## config.mk

```make
export PLATFORM = sky130hd
export DESIGN_NAME = outfrz_top
export DESIGN_NICKNAME = d
export VERILOG_FILES = /design/src/rtl/outfrz_pkg.sv /design/src/rtl/outfrz_sync.sv /design/src/rtl/outfrz_deframer.sv /design/src/rtl/outfrz_gate.sv /design/src/rtl/outfrz_top.sv
export SDC_FILE = /design/constraint.sdc
export NUM_CORES = 1
export LEC_CHECK = 0
export BUFFER_PORTS_ARGS = -buffer_cell sky130_fd_sc_hd__buf_2
export CORE_UTILIZATION = 42
export DETAILED_ROUTE_END_ITERATION = 7
export PLACE_DENSITY = 0.6
export SLEW_MARGIN = 20
export SYNTH_ARGS = -nofsm -noshare
export SYNTH_HDL_FRONTEND = slang
export SYNTH_HIERARCHICAL = 1
export SYNTH_SLANG_ARGS = --single-unit
```

## constraint.sdc

```tcl
create_clock -name clk -period 2.8 [get_ports clk]
set_clock_uncertainty 0.2 [all_clocks]
set_input_delay 0.28 -clock clk [delete_from_list [all_inputs] [get_ports clk]]
set_output_delay 0.28 -clock clk [all_outputs]
set_load 0.005 [all_outputs]
```

## src/rtl/outfrz_pkg.sv

```systemverilog
package outfrz_pkg;
    localparam int unsigned N_OUT = 12;

    typedef enum logic {
        SH_COLLECT = 1'b0,
        SH_COMMIT  = 1'b1
    } sh_state_t;

    typedef enum logic {
        G_RUN    = 1'b0,
        G_FROZEN = 1'b1
    } gate_state_t;
endpackage

```

## src/rtl/outfrz_sync.sv

```systemverilog
module outfrz_sync #(
    parameter int unsigned WIDTH  = 2,
    parameter int unsigned STAGES = 2
) (
    input  logic             clk,
    input  logic             rst_n,
    input  logic [WIDTH-1:0] d_async,
    output logic [WIDTH-1:0] d_sync
);
    logic [WIDTH-1:0] stage [STAGES];

    always_ff @(posedge clk or negedge rst_n) begin
        if (!rst_n) begin
            for (int s = 0; s < STAGES; s++) stage[s] <= '0;
        end else begin
            stage[0] <= d_async;
            for (int s = 1; s < STAGES; s++) stage[s] <= stage[s-1];
        end
    end

    assign d_sync = stage[STAGES-1];
endmodule

```

## src/rtl/outfrz_deframer.sv

```systemverilog
module outfrz_deframer
    import outfrz_pkg::*;
#(
    parameter int unsigned WORD_W = N_OUT
) (
    input  logic              clk,
    input  logic              rst_n,
    input  logic              sck_s,
    input  logic              sdi_s,
    output logic [WORD_W-1:0] hold_word
);
    localparam int unsigned CNT_W = $clog2(WORD_W);
    localparam logic [CNT_W-1:0] LAST = CNT_W'(WORD_W - 1);

    sh_state_t         state, state_nx;
    logic              sck_q;
    logic              sck_rise;
    logic [CNT_W-1:0]  bit_cnt;
    logic [WORD_W-1:0] shreg;

    assign sck_rise = sck_s & ~sck_q;

    always_comb begin
        state_nx = state;
        unique case (state)
            SH_COLLECT: if (sck_rise && bit_cnt == LAST) state_nx = SH_COMMIT;
            SH_COMMIT:  state_nx = SH_COLLECT;
        endcase
    end

    always_ff @(posedge clk or negedge rst_n) begin
        if (!rst_n) state <= SH_COLLECT;
        else        state <= state_nx;
    end

    always_ff @(posedge clk or negedge rst_n) begin
        if (!rst_n) begin
            sck_q     <= 1'b0;
            bit_cnt   <= '0;
            shreg     <= '0;
            hold_word <= '1;
        end else begin
            sck_q <= sck_s;
            unique case (state)
                SH_COLLECT: begin
                    if (sck_rise) begin
                        shreg   <= {shreg[WORD_W-2:0], sdi_s};
                        bit_cnt <= (bit_cnt == LAST) ? '0 : bit_cnt + 1'b1;
                    end
                end
                SH_COMMIT: hold_word <= shreg;
            endcase
        end
    end

    // a commit only follows the last bit of a frame
    a_r4_commit_after_last: assert property (@(posedge clk) disable iff (!rst_n)
        (state == SH_COMMIT) |-> ($past(bit_cnt) == LAST && $past(sck_rise)));
    // the holding word only moves in the commit state
    a_r4_hold_only_on_commit: assert property (@(posedge clk) disable iff (!rst_n)
        !$stable(hold_word) |-> ($past(state) == SH_COMMIT));
    // counter stays within a frame
    a_r7_cnt_in_range: assert property (@(posedge clk) disable iff (!rst_n)
        bit_cnt <= LAST);
endmodule

```

## src/rtl/outfrz_gate.sv

```systemverilog
module outfrz_gate
    import outfrz_pkg::*;
(
    input  logic clk,
    input  logic rst_n,
    input  logic raw,
    input  logic want_on,
    output logic gated
);
    gate_state_t state, state_nx;

    always_comb begin
        state_nx = state;
        unique case (state)
            G_RUN:    if (!raw && !want_on) state_nx = G_FROZEN;  // freeze
            G_FROZEN: if (!raw &&  want_on) state_nx = G_RUN;     // thaw
        endcase
    end

    always_ff @(posedge clk or negedge rst_n) begin
        if (!rst_n) state <= G_RUN;
        else        state <= state_nx;
    end

    always_comb begin
        unique case (state)
            G_RUN:    gated = raw;
            G_FROZEN: gated = 1'b0;
        endcase
    end

    // enable moves only on an edge where raw was low
    a_r5_change_when_low: assert property (@(posedge clk) disable iff (!rst_n)
        !$stable(state) |-> !$past(raw));
    // output rises only together with raw
    a_r5_rise_with_raw: assert property (@(posedge clk) disable iff (!rst_n)
        $rose(gated) |-> $rose(raw));
    // output falls only together with raw
    a_r5_fall_with_raw: assert property (@(posedge clk) disable iff (!rst_n)
        $fell(gated) |-> $fell(raw));
    // a frozen output is low
    a_r3_frozen_low: assert property (@(posedge clk) disable iff (!rst_n)
        (state == G_FROZEN) |-> !gated);
endmodule

```

## src/rtl/outfrz_top.sv

```systemverilog
module outfrz_top
    import outfrz_pkg::*;
(
    input  logic              clk,
    input  logic              rst_n,
    input  logic [N_OUT-1:0]  raw_clk,
    input  logic              ser_sck,
    input  logic              ser_sdi,
    output logic [N_OUT-1:0]  out_clk
);
    logic [1:0]       ser_s;
    logic [N_OUT-1:0] hold_word;

    outfrz_sync #(.WIDTH(2), .STAGES(2)) u_sync (
        .clk     (clk),
        .rst_n   (rst_n),
        .d_async ({ser_sck, ser_sdi}),
        .d_sync  (ser_s)
    );

    outfrz_deframer #(.WORD_W(N_OUT)) u_deframer (
        .clk       (clk),
        .rst_n     (rst_n),
        .sck_s     (ser_s[1]),
        .sdi_s     (ser_s[0]),
        .hold_word (hold_word)
    );

    for (genvar g = 0; g < N_OUT; g++) begin : g_gate
        outfrz_gate u_gate (
            .clk     (clk),
            .rst_n   (rst_n),
            .raw     (raw_clk[g]),
            .want_on (hold_word[g]),
            .gated   (out_clk[g])
        );
    end

    // first cycle after reset every output follows its raw clock
    a_r1_all_on_after_reset: assert property (@(posedge clk)
        $rose(rst_n) |-> (out_clk == raw_clk));
endmodule

```

# Yosys cells after proc, flatten, opt, wreduce, memory -nomap -nowiden
# Index checks and enable logic that the tools add are counted.
[op_classes]
bitwise = 15
mux = 51
n_eq_ne = 1
add_sub_neg = 1
reduce_logical = 50
[op_table]
columns = ["op", "count"]
rows = [
  ["$pmux W1 S2", 25],
  ["$logic_and A1 B1 Y1", 25],
  ["$mux W1", 25],
  ["$logic_not A1 Y1", 24],
  ["$not A1 Y1", 14],
  ["$add A4 B1 Y4 const B", 1],
  ["$eq A4 B4 Y1 const B", 1],
  ["$mux W4", 1],
  ["$reduce_and A2 Y1", 1],
  ["$and A1 B1 Y1", 1],
]
[word_totals]
out_inout_bits = 12
word_cells = 137
regBits = 46

# Logic depth before layout (Yosys ltp)
[logic_depth]
word_depth = 5
ltp_mapped = 5
depth_no_buf = 4

# By module
# Netlist, hierarchy kept.
[by_module_without_submodules]
columns = ["module", "area_per_inst_um2", "cells_per_inst", "n_inst", "seq_area_each_um2"]
rows = [
  ["outfrz_deframer", 1192.4, 73, 1, 765.7],
  ["outfrz_gate", 51.3, 4, 12, 25.0],
  ["outfrz_sync", 115.1, 6, 1, 100.1],
]

# Worst setup path before layout
# OpenSTA, ideal clock, no wires.
[synth_timing]
kind = "register -> register"
from = "register u_deframer.state"
to = "register u_deframer.shreg[3]"
n_path_buf = 2
path_stages_with_launch = 5
slack_ps = 1115
arrival_time_ps = 1361
synth_period_minus_slack_ps = 1685
t_required_ps = 2475
setup_time_ps = 125
cell_sequence = "dfrtp_1 > buf_6 > nor3b_4 > buf_6 > mux2_2"
[synth_between]
elab_chain_len = 2
[synth_rtl]
columns = ["item", "line", "text"]
rows = [
  ["start, declared", "outfrz_deframer.sv:15", "sh_state_t state, state_nx;"],
  ["start signal, assigned", "outfrz_deframer.sv:33", "else state <= state_nx;"],
  ["$not A1 Y1", "n/a", ""],
  ["$reduce_and A2 Y1 (no line)", "n/a", ""],
  ["end signal, assigned", "outfrz_deframer.sv:47", "shreg <= {shreg[WORD_W-2:0], sdi_s};"],
  ["end, declared", "outfrz_deframer.sv:19", "logic [WORD_W-1:0] shreg;"],
]
# Every way passes these cells.
# A chain may end at the register's enable or synchronous reset.

# Worst setup path after layout
[layout_timing]
from = "register u_deframer.state"
to = "register u_deframer.bit_cnt[3]"
[layout_between]
elab_chain_len = 2
[layout_rtl]
columns = ["item", "line", "text"]
rows = [
  ["$not A1 Y1", "n/a", ""],
  ["$reduce_and A2 Y1 (no line)", "n/a", ""],
  ["end signal, assigned", "outfrz_deframer.sv:48", "bit_cnt <= (bit_cnt == LAST) ? '0 : bit_cnt + 1'b1;"],
  ["end, declared", "outfrz_deframer.sv:18", "logic [CNT_W-1:0] bit_cnt;"],
]
# Every way passes these cells.

==> qor.txt <==
==================================================================================
Outcome                                                               complete, no violations
Worst path arrival time                                                    2.07 ns
Number of distinct library cells after synthesis                                21
Number of enable flip-flop cells after synthesis                                 0
Post-synthesis cell count                                                      127
Maximum buffer depth of the clock tree                                           2
Half-perimeter wire length after placement                                 1920 µm
Number of vias in the routed layout                                           1024
Die Footprint                                                          0.00485 mm²
Post-synthesis instance area                                           0.00192 mm²
CTS tree                                                                      done
Number of vias per cell                                                       4.81
Nets@finish                                                                    177
Multiplexer share of the synthesized area                                    0.152
Main synth FF type                                                    sky130_fd_sc_hd__dfrtp_1
GRT Resource Usage Total                                                     0.132
Final worst-path cycle share                                                 0.749
Dominant cell type by area after synthesis                            sky130_fd_sc_hd__dfrtp_1
Vias in the first global route                                                1178
Period minus WS final                                                      2.10 ns
Pwr/cell area                                                           861 mW/mm²
Initial core utilization                                                     0.439
Startpoint class of the critical path                                    flip-flop
Critical path data required time                                           2.77 ns
Combinational family with the most area after synthesis               multiplexers
Initial DRC count                                                               31
Top cells by area in the synthesized netlist                          sky130_fd_sc_hd__dfrtp_1 44%, sky130_fd_sc_hd__dfstp_2 16%, sky130_fd_sc_hd__mux2_2 15%, sky130_fd_sc_hd__nor2b_4 8.6%, sky130_fd_sc_hd__a21oi_2 5.5%
Number of antenna violations at the first check in global routing                0
Warnings, synthesis                                                              6
Synthesis-to-finish area growth                                              15.0%
Simple-gate area share of the yosys netlist                                  0.118
Total routed wirelength                                                    2740 µm
Flop and latch count out of synthesis                                           46
Most frequent cell after synthesis                                    sky130_fd_sc_hd__dfrtp_1
Worst slew slack as a fraction of its limit                                  0.591
Final RePlAce weighted congestion                                            0.623
Std-Cell Rows                                                                   24
Number of remaining DRC errors                                                   0
First-pass GRT wire length                                                 5090 µm
Worst Max-Slew Pin Slew                                                   0.613 ns
Worst hold margin                                                        0.0260 ns
Clock transition at the registers of the reported paths                    0.08 ns
Routed len/inst                                                            12.9 µm
Fraction of synthesized cell area taken by the top area cell type            0.442
Share of flip-flops with an asynchronous set or reset                         1.00
Post-synth top cells                                                  34 x sky130_fd_sc_hd__dfrtp_1, 26 x sky130_fd_sc_hd__mux2_2, 13 x sky130_fd_sc_hd__inv_1
Cell leakage power                                                      0.00100 µW
Synth Area in XOR/XNOR                                                           0
Number of cells on the worst hold path                                           3
Portion of the post-synthesis area used by sequential elements               0.606
Type of the setup path with the least slack                                reg2reg
Share of final-layout standard cells stronger than drive strength 1          0.615
Number of pins exceeding their max-slew limit in the final report                0
Average footprint of a synthesized cell                                   15.1 µm²
Aggregate negative setup slack                                                0 ns
Total grt overflow                                                               0
Tightest Hold Check Type                                                    in2reg
Total of hold buffers inserted after clock tree synthesis                        3
First-pass detailed-route iteration total                                        4
Number of hold violations in the final report                                    0
Clock latency reported for the late side of the worst-skew pair            0.29 ns
Synth Net Count                                                                144
RSZ-0062 raised after global routing                                         false
Compound-gate portion of the synthesized area                               0.0696
Area of all sequential standard cells                                  0.00117 mm²
Resized Gates After CTS                                                          0
Die X                                                                      69.7 µm
Port buffer count                                                               27
Number of antenna cells inserted                                                 0
Filler instances                                                               387
Worst-case vdd ir drop                                                      475 µV
Maximum number of pins on one net before global-route repair                    47
Highest Clock Rate                                                         477 MHz
CTS H-tree depth                                                                 2
Adder-Cell Fraction of Synth Area                                          0.00651
Path depth of the worst reg2reg path                                             4
CTS Buf Count                                                                    5
DRT antenna net count                                                            0
Number of primary I/O pins                                                      28
Chip Height                                                                69.7 µm
Post-CTS setup-driven buffer insertion count                                     0
Library cell used as clock root buffer                                sky130_fd_sc_hd__clkbuf_8
Crit. End Element                                                        flip-flop
Crit path max fanout                                                            14
Setup-violating endpoint count in the final report                               0
CORE AREA                                                              0.00438 mm²
Multi-input gate area in the final layout                                  666 µm²
Number of max-cap violations                                                     0
Clk sink count                                                                  46
==================================================================================
per-stage QoR:
step	setup slack [ns]	util	area, µm²	instances	power [µW]
2_1_floorplan	1.11	-	1920	127	1380
5_1_grt	0.530	0.505	2210	213	2040
3_5_place_dp	0.678	0.476	2090	202	1520
3_3_place_gp	0.742	0.476	2090	202	1490
4_1_cts	0.668	0.504	2210	213	1940
6_report	0.704	0.505	2210	213	1900
logic make-up (layout without fill, tap and decap cells):
logic type / after synthesis / in the layout
buf+inv: 18 / 52
fa+ha+maj: 1 / 1
mux: 26 / 26
compound gates: 16 / 16
simple gates: 20 / 20
flops: 46 / 46
worst paths after layout:
| kind | slack [ns] | from | to |
|---|---|---|---|
| setup / recovery | 0.70 | u_deframer/state | u_deframer/bit_cnt[3] |
| hold / removal | 0.03 | raw_clk[8] | flip-flop |
| setup reg to reg | 0.70 | u_deframer/state | u_deframer/bit_cnt[3] |
| hold reg to reg | 0.15 | u_sync/stage[3] | u_sync/d_sync[1] |
| max in group asynchronous | 1.69 | rst_n | u_deframer/hold_word[4] |
| min in group asynchronous | 0.33 | rst_n | asynchronous set/reset pin |
area by class of cell:
type,instances,area share
clock buffer,7,0.0390
sequential,46,0.527
tap,52,0.0294
multi-input combinational,63,0.301
timing repair buffer,31,0.0792
clock inverter,1,0.00226
inverter,13,0.0221
report_power, final:
part / leakage, µW / switching, µW / internal [µW] / total (µW)
clock network: 0.0000482 / 204 / 199 / 403
registers: 0.000502 / 188 / 929 / 1120
logic: 0.000454 / 135 / 248 / 384
worst max-delay path, stage by stage (launching register included):
cell	delay [ns]
sky130_fd_sc_hd__dfrtp_1	0.61
sky130_fd_sc_hd__nor3b_4	0.50
sky130_fd_sc_hd__buf_4	0.26
sky130_fd_sc_hd__o21ai_2	0.07
sky130_fd_sc_hd__a221o_1	0.33
routing by layer:
layer	part of all wire	track usage	wire length (µm)
met1	0.43	0.160	1170
met2	0.52	0.217	1420
met3	0.040	0.0363	109
met4	0.019	0.0622	51
met5	0	0	0
layout by cell type, fill, tap and decap left out, drive strengths merged, types with 2 or more instances in the layout:
| cell type | count |
|---|---|
| dfrtp | 34 |
| buf | 28 |
| mux2 | 26 |
| inv | 13 |
| a21oi | 13 |
| nor2b | 12 |
| dfstp | 12 |
| clkbuf | 7 |
| dlygate4sd3 | 3 |
| nand2 | 2 |
| o21ai | 2 |
(Power assumes the default switching activity.)
